[src/rtl/cpu_hp_regs.sv]
module cpu_hp_regs #(
  parameter int NUM_SLOTS = 8,
  parameter int ADDR_W    = 5,
  parameter int DATA_W    = 32
) (
  input  logic                 clk,
  input  logic                 rst_n,
  input  logic                 wr_en,
  input  logic [ADDR_W-1:0]    addr,
  input  logic [DATA_W-1:0]    wdata,
  output logic [DATA_W-1:0]    rdata,
  input  logic [NUM_SLOTS-1:0] ins_stb,
  input  logic [NUM_SLOTS-1:0] rem_stb,
  output logic                 irq
);

  localparam int IDX_W = $clog2(NUM_SLOTS);
  localparam logic [ADDR_W-1:0] A_SEL = ADDR_W'(0);
  localparam logic [ADDR_W-1:0] A_CTL = ADDR_W'(4);
  localparam logic [ADDR_W-1:0] A_CMD = ADDR_W'(5);
  localparam logic [ADDR_W-1:0] A_DLO = ADDR_W'(8);
  localparam logic [ADDR_W-1:0] A_OEV = ADDR_W'(16);
  localparam logic [ADDR_W-1:0] A_OST = ADDR_W'(20);
  localparam logic [IDX_W:0]    N_EXT = (IDX_W+1)'(NUM_SLOTS);

  logic                 legacy;
  logic [DATA_W-1:0]    sel;
  logic [NUM_SLOTS-1:0] present, ins_p, rem_p;
  logic [7:0]           last_cmd;
  logic [DATA_W-1:0]    ost_ev, ost_st;

  wire                 sel_ok = sel < DATA_W'(NUM_SLOTS);
  wire [IDX_W-1:0]     cur    = sel[IDX_W-1:0];
  wire                 mw     = wr_en && !legacy && sel_ok;
  wire                 wr_sel = wr_en && addr == A_SEL;
  wire                 wr_ctl = mw && addr == A_CTL;
  wire                 wr_cmd = mw && addr == A_CMD;
  wire                 wr_dat = mw && addr == A_DLO;
  wire                 cmd0   = wr_cmd && wdata[7:0] == 8'd0;
  wire [NUM_SLOTS-1:0] pend   = ins_p | rem_p;
  wire [NUM_SLOTS-1:0] hit_m  = wr_ctl ? (NUM_SLOTS'(1) << cur) : '0;

  logic             hit;
  logic [IDX_W-1:0] hit_idx;

  always_comb begin
    logic [IDX_W:0] idx;
    hit     = 1'b0;
    hit_idx = cur;
    for (int k = 0; k < NUM_SLOTS; k++) begin
      idx = {1'b0, cur} + (IDX_W+1)'(k);
      if (idx >= N_EXT) idx = idx - N_EXT;
      if (!hit && pend[idx[IDX_W-1:0]]) begin
        hit     = 1'b1;
        hit_idx = idx[IDX_W-1:0];
      end
    end
  end

  always_ff @(posedge clk or negedge rst_n) begin
    if (!rst_n) begin
      legacy   <= 1'b1;
      sel      <= '0;
      last_cmd <= '0;
      ost_ev   <= '0;
      ost_st   <= '0;
    end else if (legacy) begin
      if (wr_sel && wdata == '0) begin
        legacy <= 1'b0;
        sel    <= '0;
      end
    end else begin
      if (wr_sel)
        sel <= wdata;
      else if (cmd0 && hit)
        sel <= DATA_W'(hit_idx);
      if (wr_cmd)
        last_cmd <= wdata[7:0];
      if (wr_dat && last_cmd == 8'd1)
        ost_ev <= wdata;
      if (wr_dat && last_cmd == 8'd2)
        ost_st <= wdata;
    end
  end

  always_ff @(posedge clk or negedge rst_n) begin
    if (!rst_n) begin
      present <= NUM_SLOTS'(1);
      ins_p   <= '0;
      rem_p   <= '0;
    end else begin
      present <= (present & ~(hit_m & {NUM_SLOTS{wdata[3]}})) | ins_stb;
      ins_p   <= (ins_p   & ~(hit_m & {NUM_SLOTS{wdata[1]}})) | ins_stb;
      rem_p   <= (rem_p   & ~(hit_m & {NUM_SLOTS{wdata[2]}})) | rem_stb;
    end
  end

  always_comb begin
    rdata = '0;
    if (legacy) begin
      if (addr == A_SEL) rdata = DATA_W'(present) | DATA_W'(1);
    end else begin
      case (addr)
        A_SEL: rdata = sel;
        A_CTL: if (sel_ok) rdata = DATA_W'({rem_p[cur], ins_p[cur], present[cur]});
        A_DLO: if (sel_ok && last_cmd == 8'd0) rdata = sel;
        A_OEV: rdata = ost_ev;
        A_OST: rdata = ost_st;
        default: rdata = '0;
      endcase
    end
  end

  assign irq = |pend;


  legacy_hold_chk: assert property (@(posedge clk) disable iff (!rst_n)
    (legacy && wr_en && addr == A_SEL && wdata != '0) |=> legacy);


  mode_stick_chk: assert property (@(posedge clk) disable iff (!rst_n)
    !legacy |=> !legacy);


  bad_sel_ignore_chk: assert property (@(posedge clk) disable iff (!rst_n)
    (!legacy && !sel_ok && wr_en && addr == A_CTL && ins_stb == '0 && rem_stb == '0)
      |=> ($stable(present) && $stable(ins_p) && $stable(rem_p)));


  search_lands_chk: assert property (@(posedge clk) disable iff (!rst_n)
    (cmd0 && pend != '0) |=> (ins_p[cur] || rem_p[cur]));


  search_miss_chk: assert property (@(posedge clk) disable iff (!rst_n)
    (cmd0 && pend == '0) |=> $stable(sel));


  strobe_irq_chk: assert property (@(posedge clk) disable iff (!rst_n)
    (ins_stb != '0 || rem_stb != '0) |=> irq);

endmodule

[config.mk]
export PLATFORM = sky130hd
export DESIGN_NAME = cpu_hp_regs
export DESIGN_NICKNAME = d
export VERILOG_FILES = /design/src/rtl/cpu_hp_regs.sv
export SDC_FILE = /design/constraint.sdc
export NUM_CORES = 1
export LEC_CHECK = 0
export ABC_AREA = 1
export BUFFER_PORTS_ARGS = -buffer_cell sky130_fd_sc_hd__buf_2
export CAP_MARGIN = 20
export CORE_ASPECT_RATIO = 1.1
export CORE_MARGIN = 8
export CORE_UTILIZATION = 61
export CTS_BUF_LIST = sky130_fd_sc_hd__clkbuf_4 sky130_fd_sc_hd__clkbuf_8
export DETAILED_ROUTE_END_ITERATION = 10
export GPL_ROUTABILITY_DRIVEN = 0
export GPL_TIMING_DRIVEN = 0
export PLACE_DENSITY = 0.83
export SLEW_MARGIN = 10
export SYNTH_ARGS = -nofsm -noshare
export SYNTH_HDL_FRONTEND = slang
export SYNTH_SLANG_ARGS = --single-unit
[constraint.sdc]
create_clock -name clk -period 3.05 [get_ports clk]
set_clock_uncertainty 0.15 [all_clocks]
set_input_delay 0.305 -clock clk [delete_from_list [all_inputs] [get_ports clk]]
set_output_delay 0.305 -clock clk [all_outputs]
set_load 0.005 [all_outputs]
==> metrics, run 1 <==
Critical Path AT=roughly 2.4 ns; top cells by area, synth=dfrtp_1 44%, nand2_1 12%, o21ai_0 8.0%, inv_1 7.8%, o22ai_2 3.4%; Commonest cells post-synth=226 x nand2_1, 151 x inv_1, 127 x dfrtp_1, 116 x o21ai_0, 46 x nand3_1; total power=between 0.003 and 0.004 W; reg2reg start=sel[0]$_DFFE_PN0P_; launch point of the worst path=legacy$_DFF_PN1_; wire per inst=~17 µm; CTS clk-pin slew, worst paths=around 0.080 ns; largest net degree at the start of global routing=75; Stages on worst setup path=7; Worst Hold Class=input port to flop; die area=0.0157 mm²; TritonCTS Buffers=17; Pleak=4.32 nW; area of the multi-input gates=0.00320 mm²; final cell count without fillers=between 1000 and 1500; CTS H-tree depth=4; worst slew pin tran=0.724 ns; crit-path max FO=10; post-synth cell types=just over 40; most frequent cell after synthesis=nand2_1; Place WS=-0.260 ns; Syn Std Cell Area=between 0.007 and 0.008 mm²; Core ar.=~0.012 mm²; main flop type after synthesis=dfrtp_1; Final Cycle Share=between 90 and 100%; vias per cell=5.67; synthesized instance count=a little over 900; syn nets=slightly below 1000; Worst Setup End Kind=output pin; post-DP HPWL=between 10000 and 15000 µm; Rel. slew slack=51.8%; die height=between 100 and 150 µm; Fillers=between 900 and 1000; TritonCTS clock tree=built; clk_lat worst skew=about 0.44 ns; unrepaired setup endpoints after global routing=no; Setup Buffers After CTS=0; cell family with most CP delay=buffers and inverters; dpl cells=between 1000 and 1500; clk buf depth=2; Ports=just under 90; crit-path cells=clkbuf_1, inv_1, clkbuf_1, buf_1, nand2_1, inv_1, buf_2; Max IR drop VDD=0.332 mV; synthesis-stage register bit count=about 130; final hold vios=0; final setup vio count=0; outcome=finished clean; Site Rows=42; Max Cap Viol=0; register area=0.00323 mm²; clock tree sinks=~130; share of post-route cells with drive strength above 1=18.8%; routed via count=roughly 7000; Avg Synthesized Cell Area=approximately 7.9 µm²; Root Buffer=clkbuf_8; DRC=0; Final WS setup=between 0.15 and 0.2 ns; Synth top area share=around 44%; first-pass GRT wire length=around 33000 µm; Final Cell Area=around 0.0085 mm²; Routed Antenna Nets=0; vias in the first global route=approximately 6700; FFs w/ async S/R, synth=100%; EDFF count, synth=0; Worst Path Buf+Inv=6; sequential share of the synthesized area=around 44%; Fin Hold WS=approximately 0.036 ns; Area after DPL=~0.0079 mm²; grt total ovfl=0; critical path capture point=rdata[30]; DIE WIDTH=120 µm; post-layout min period=between 2 and 3 ns; DRT Pass-1 Iters=6; Pwr Density=a little under 400 mW/mm²; Area growth syn-to-layout=16.9%; max incr delay on CP=0.49 ns; R2R Setup Slk=about 0.17 ns; fin nets=around 1100; Overall Global Routing Usage=26.2%; final WL=between 20000 and 25000 µm; Slew Limit Fails=0; PortBufs=between 80 and 90; worst path required time=approximately 2.6 ns; worst-case reg-to-reg path depth=18; slowest CP cell=buf_1; Yosys Warn Count=0; initial DRC count=794; initial antenna violation count=0; antenna cells=0; max frequency=0.347 GHz; FF-to-FF End=sel[29]$_DFFE_PN0P_; Setup crit start kind=flop; cell taking the most area after synthesis=dfrtp_1; Setup CP Type=flop to output pin; Initial Utilization=between 60% and 70%
area by class of cell:
cell class	count	share of cell area, %
Multi-Input combinational cell	590	37.7
Clock inverter	13	1.65
Timing Repair Buffer	106	7.58
Sequential cell	129	38.0
Clock buffer	19	2.93
Buffer	39	2.55
Tap cell	154	2.27
Inverter	162	7.33
how the worst min path moves through the flow:
stage                      startpoint                     end  slack [ns]  cells past startpoint
2_1_floorplan                   rst_n      ins_p[0]$_DFF_PN0_       -0.14                      0
3_3_place_gp   ost_ev[17]$_DFFE_PN0P_  ost_ev[17]$_DFFE_PN0P_        0.32                      2
3_5_place_dp                    rst_n  ost_ev[15]$_DFFE_PN0P_        0.22                      1
4_1_cts                     wdata[31]  ost_ev[31]$_DFFE_PN0P_        0.02                      3
5_1_grt                     wdata[26]  ost_st[26]$_DFFE_PN0P_        0.04                      3
6_report                    wdata[27]  ost_st[27]$_DFFE_PN0P_        0.04                      3
kinds of logic after synthesis:
group	Yosys count	synth area share (%)
fa+ha+maj	8	1.38
simple gates	381	24.4
xor+xnor	1	0.224
compound gates	200	17.9
buf+inv	203	11.6
flops	129	44.5
cell usage in the layout (no fill, tap or decap), types with 2 or more instances in the layout:
master | Yosys | routed
clkbuf_1 | 33 | 29
dfstp_2 | 2 | 2
buf_6 | 3 | 4
o2111ai_1 | 2 | 2
inv_1 | 151 | 151
nand4_1 | 15 | 15
bufinv_16 | 0 | 2
nor2_8 | 2 | 2
o221ai_1 | 24 | 24
inv_6 | 3 | 3
nor2_1 | 41 | 41
nor4_1 | 5 | 5
buf_2 | 2 | 89
dlygate4sd3_1 | 0 | 17
o21ai_0 | 116 | 116
o21bai_1 | 6 | 6
o22ai_1 | 6 | 6
nand2_1 | 226 | 226
nor2_2 | 3 | 3
nand3_1 | 46 | 46
ha_1 | 8 | 7
clkinvlp_4 | 0 | 4
clkinv_4 | 0 | 4
clkinv_2 | 0 | 3
nand2_4 | 4 | 4
nand3_2 | 9 | 9
nand2_2 | 10 | 10
nor3_1 | 12 | 12
dfrtp_1 | 127 | 127
o22ai_2 | 20 | 20
buf_12 | 2 | 2
o21ai_1 | 2 | 2
clkbuf_4 | 0 | 2
a221oi_1 | 5 | 5
inv_2 | 8 | 8
clkbuf_8 | 0 | 17
nand4_4 | 2 | 2
a21oi_1 | 16 | 16
stage by stage:
step | setup TNS, ns | utilization (%)
6_report | 0 | 71.9
5_1_grt | 0 | 71.9
4_1_cts | 0 | 71.8
3_5_place_dp | -6.30 | 67.1
3_3_place_gp | -22.88 | 66.8
2_1_floorplan | 0 | -
sequential cells by signal (all words and copies together), names as in the netlist:
signal / cells
ost_ev: 32
legacy: 1
sel: 32
ost_st: 32
last_cmd: 8
present: 8
ins_p: 8
rem_p: 8
worst reg2reg max path, cell delays in order (launching register included):
cell,delay [ns]
dfrtp_1,0.41
buf_6,0.17
inv_6,0.09
ha_2,0.43
inv_2,0.10
nand3_1,0.14
nand3_2,0.11
nand2_4,0.10
nand2_4,0.08
nor2_8,0.11
nand2_4,0.08
nor2_8,0.13
nand4_4,0.10
nand2_2,0.08
nand2_2,0.07
nand2_4,0.15
inv_6,0.07
buf_12,0.15
o22ai_2,0.09
layer usage:
layer,routed length (µm),global-route usage (%)
met2,9670,44.0
met4,769,11.9
met3,1550,5.03
met5,0,0
met1,8050,32.4
power breakdown:
group / switching (W) / internal (W)
clock network: 0.000691 / 0.000742
logic: 0.000109 / 0.0000587
registers: 0.000000334 / 0.00171
total: 0.000800 / 0.00251
timing repair:
| item | 4_1_cts | 5_1_grt |
|---|---|---|
| endpoints found under the setup margin | 34 | 19 |
| hold endpoints to repair | 97 | 0 |
| pin swaps | 0 | 0 |
| hold buffers | 17 | 0 |
| gates resized for setup | 0 | 7 |
Note: power is estimated with default switching activity, not from simulation.
==> inputs of run 2 (changes only) <==
--- a/config.mk
+++ b/config.mk
@@ -16,6 +16,7 @@
 export GPL_ROUTABILITY_DRIVEN = 0
 export GPL_TIMING_DRIVEN = 0
 export PLACE_DENSITY = 0.83
+export REMOVE_ABC_BUFFERS = 1
 export SLEW_MARGIN = 10
 export SYNTH_ARGS = -nofsm -noshare
 export SYNTH_HDL_FRONTEND = slang
==> run 2 against run 1 <==
Sequential power about the same. Highest routed layer unchanged. Clock power up 22%. Global-route usage down 0.49 points. Count of clock-buffer cells in the layout up 1. Cell count down 2.7%. Non-clock buffer count down 33. Largest cell class is now multi-input gates. Critical path depth up 4. Setup slack worse by 0.046 ns. Total power up 9.3%.
==> metrics, run 2 (synthesized netlist as in run 1, its figures left out) <==
outcome=finished clean; final cell count without fillers=between 1000 and 1500; reg2reg start=sel[0]$_DFFE_PN0P_; vias in the first global route=6728; Ports=89; CTS clk-pin slew, worst paths=roughly 0.08 ns; Critical Path AT=2.47 ns; grt total ovfl=0; wire per inst=16.7 µm; FF-to-FF End=sel[9]$_DFFE_PN0P_; largest registers=ost_ev (32), ost_st (32), sel (32); CTS H-tree depth=4; worst hold start=wdata[6]; unrepaired setup endpoints after global routing=no; Area growth syn-to-layout=17.3%; Max Cap Viol=0; Routed Antenna Nets=0; Rel. slew slack=43.0%; Final Cycle Share=a little over nine tenths; initial antenna violation count=0; Overall Global Routing Usage=25.7%; Site Rows=42; Final WS setup=0.123 ns; clock tree sinks=129; max frequency=0.342 GHz; Core ar.=between 0.01 and 0.015 mm²; worst path required time=around 2.6 ns; die area=~0.016 mm²; fin nets=around 1100; share of post-route cells with drive strength above 1=20.1%; largest net degree at the start of global routing=75; PortBufs=slightly below 90; TritonCTS Buffers=17; clk buf depth=2; dpl cells=~1100; Slew Limit Fails=0; post-layout min period=2.93 ns; Fin Hold WS=~0.022 ns; DRT Pass-1 Iters=5; crit-path max FO=4; first-pass GRT wire length=between 30000 and 40000 µm; clk_lat worst skew=0.46 ns; Final Util=between 70% and 80%; final hold vios=0; R2R Setup Slk=0.17 ns; commonest non-fill, non-tap cells in the layout=225 x nand2_1, 149 x inv_1, 124 x dfrtp_1, 116 x o21ai_0, 87 x buf_2; routed via count=about 6800; area of the multi-input gates=0.00324 mm²; antenna cells=0; Pwr Density=around 420 mW/mm²; Hold Path End=last_cmd[6]$_DFFE_PN0P_; Initial Utilization=about 61%; die height=roughly 130 µm; Max IR drop VDD=between 0.3 and 0.4 mV; final setup vio count=0; Pleak=4.29 nW; DIE WIDTH=120 µm; Worst Hold Class=input port to flop; DRC=0; hold path cells=3; register area=roughly 0.0032 mm²; initial DRC count=around 700; worst slew pin tran=about 0.85 ns; final WL=between 15000 and 20000 µm; most common cell after layout, fill and taps aside=nand2_1; vias per cell=around 5.7; Root Buffer=clkbuf_8; Worst Setup End Kind=output pin; worst-case reg-to-reg path depth=15; Setup crit start kind=flop; Place WS=-0.342 ns; TritonCTS clock tree=built; Setup CP Type=flop to output pin; post-DP HPWL=between 10000 and 15000 µm; Fillers=approximately 940
==> run 2: cell count changes in the layout (fill, tap and decap cells not counted), moves of 3 or more <==
cell	delta
clkinv_4	-3
clkbuf_1	-29
bufinv_16	+3
dfrtp_1	-3
==> run 2: worst max-delay path by stage <==
stage	start	to	slack, ns
2_1_floorplan	addr[1]	sel[0]$_DFFE_PN0P_	0.17
3_3_place_gp	addr[1]	sel[0]$_DFFE_PN0P_	-1.20
3_5_place_dp	sel[0]$_DFFE_PN0P_	sel[9]$_DFFE_PN0P_	-0.34
4_1_cts	sel[16]$_DFFE_PN0P_	rdata[1]	0.02
5_1_grt	sel[17]$_DFFE_PN0P_	ost_ev[25]$_DFFE_PN0P_	0.002
6_report	sel[16]$_DFFE_PN0P_	rdata[1]	0.12
==> run 2: worst max-delay path, cell delays in order, from the launching register on <==
cell and delay [ns]:
dfrtp_1 0.36, inv_1 0.11, nand2_1 0.10, nor3_2 0.18, nand4_1 0.13, nand2b_2 0.27, inv_2 0.13, a21oi_1 0.12
nor2_1 0.12, nor3_1 0.07, o21ai_0 0.25, buf_2 0.17
==> run 2: final cells by class <==
cell class | count | share of cell area, %
repair buffers | 112 | 8.78
well taps | 154 | 2.26
clock inverters | 12 | 2.39
inverters | 162 | 7.40
clock buffers | 20 | 3.16
multi-input cells | 590 | 38.0
flip-flops and latches | 129 | 38.0
==> run 2: repair_timing <==
item,in CTS,in global routing
setup buffers,0,1
setup endpoints to repair,46,56
resized for setup,7,8
hold endpoints to repair,78,0
gates cloned,0,0
hold buffers,18,0
==> run 2: power breakdown <==
| group | switching [W] | leakage (nW) | internal (W) |
|---|---|---|---|
| clock | 0.000710 | 0.229 | 0.00103 |
| sequential | 0.000000321 | 1.54 | 0.00171 |
| combinational | 0.000109 | 2.51 | 0.0000600 |
==> run 2: routing by layer <==
layer  track usage, %  up-vias  share of wire, %
li1                 -     3185                 -
met1             30.1     3251                41
met2             44.4      284                51
met3             4.94       45               5.7
met4             13.5        0               2.8
met5                0        -                 0
==> run 2: stage by stage <==
step / total power [W] / setup TNS (ns) / instance area, µm²
after floorplan: 0.00179 / 0 / 7040
after global placement: 0.00188 / -68.18 / 7680
after detailed placement: 0.00189 / -9.14 / 7800
after CTS: 0.00363 / 0 / 8470
after global routing: 0.00371 / 0 / 8520
final: 0.00362 / 0 / 8520
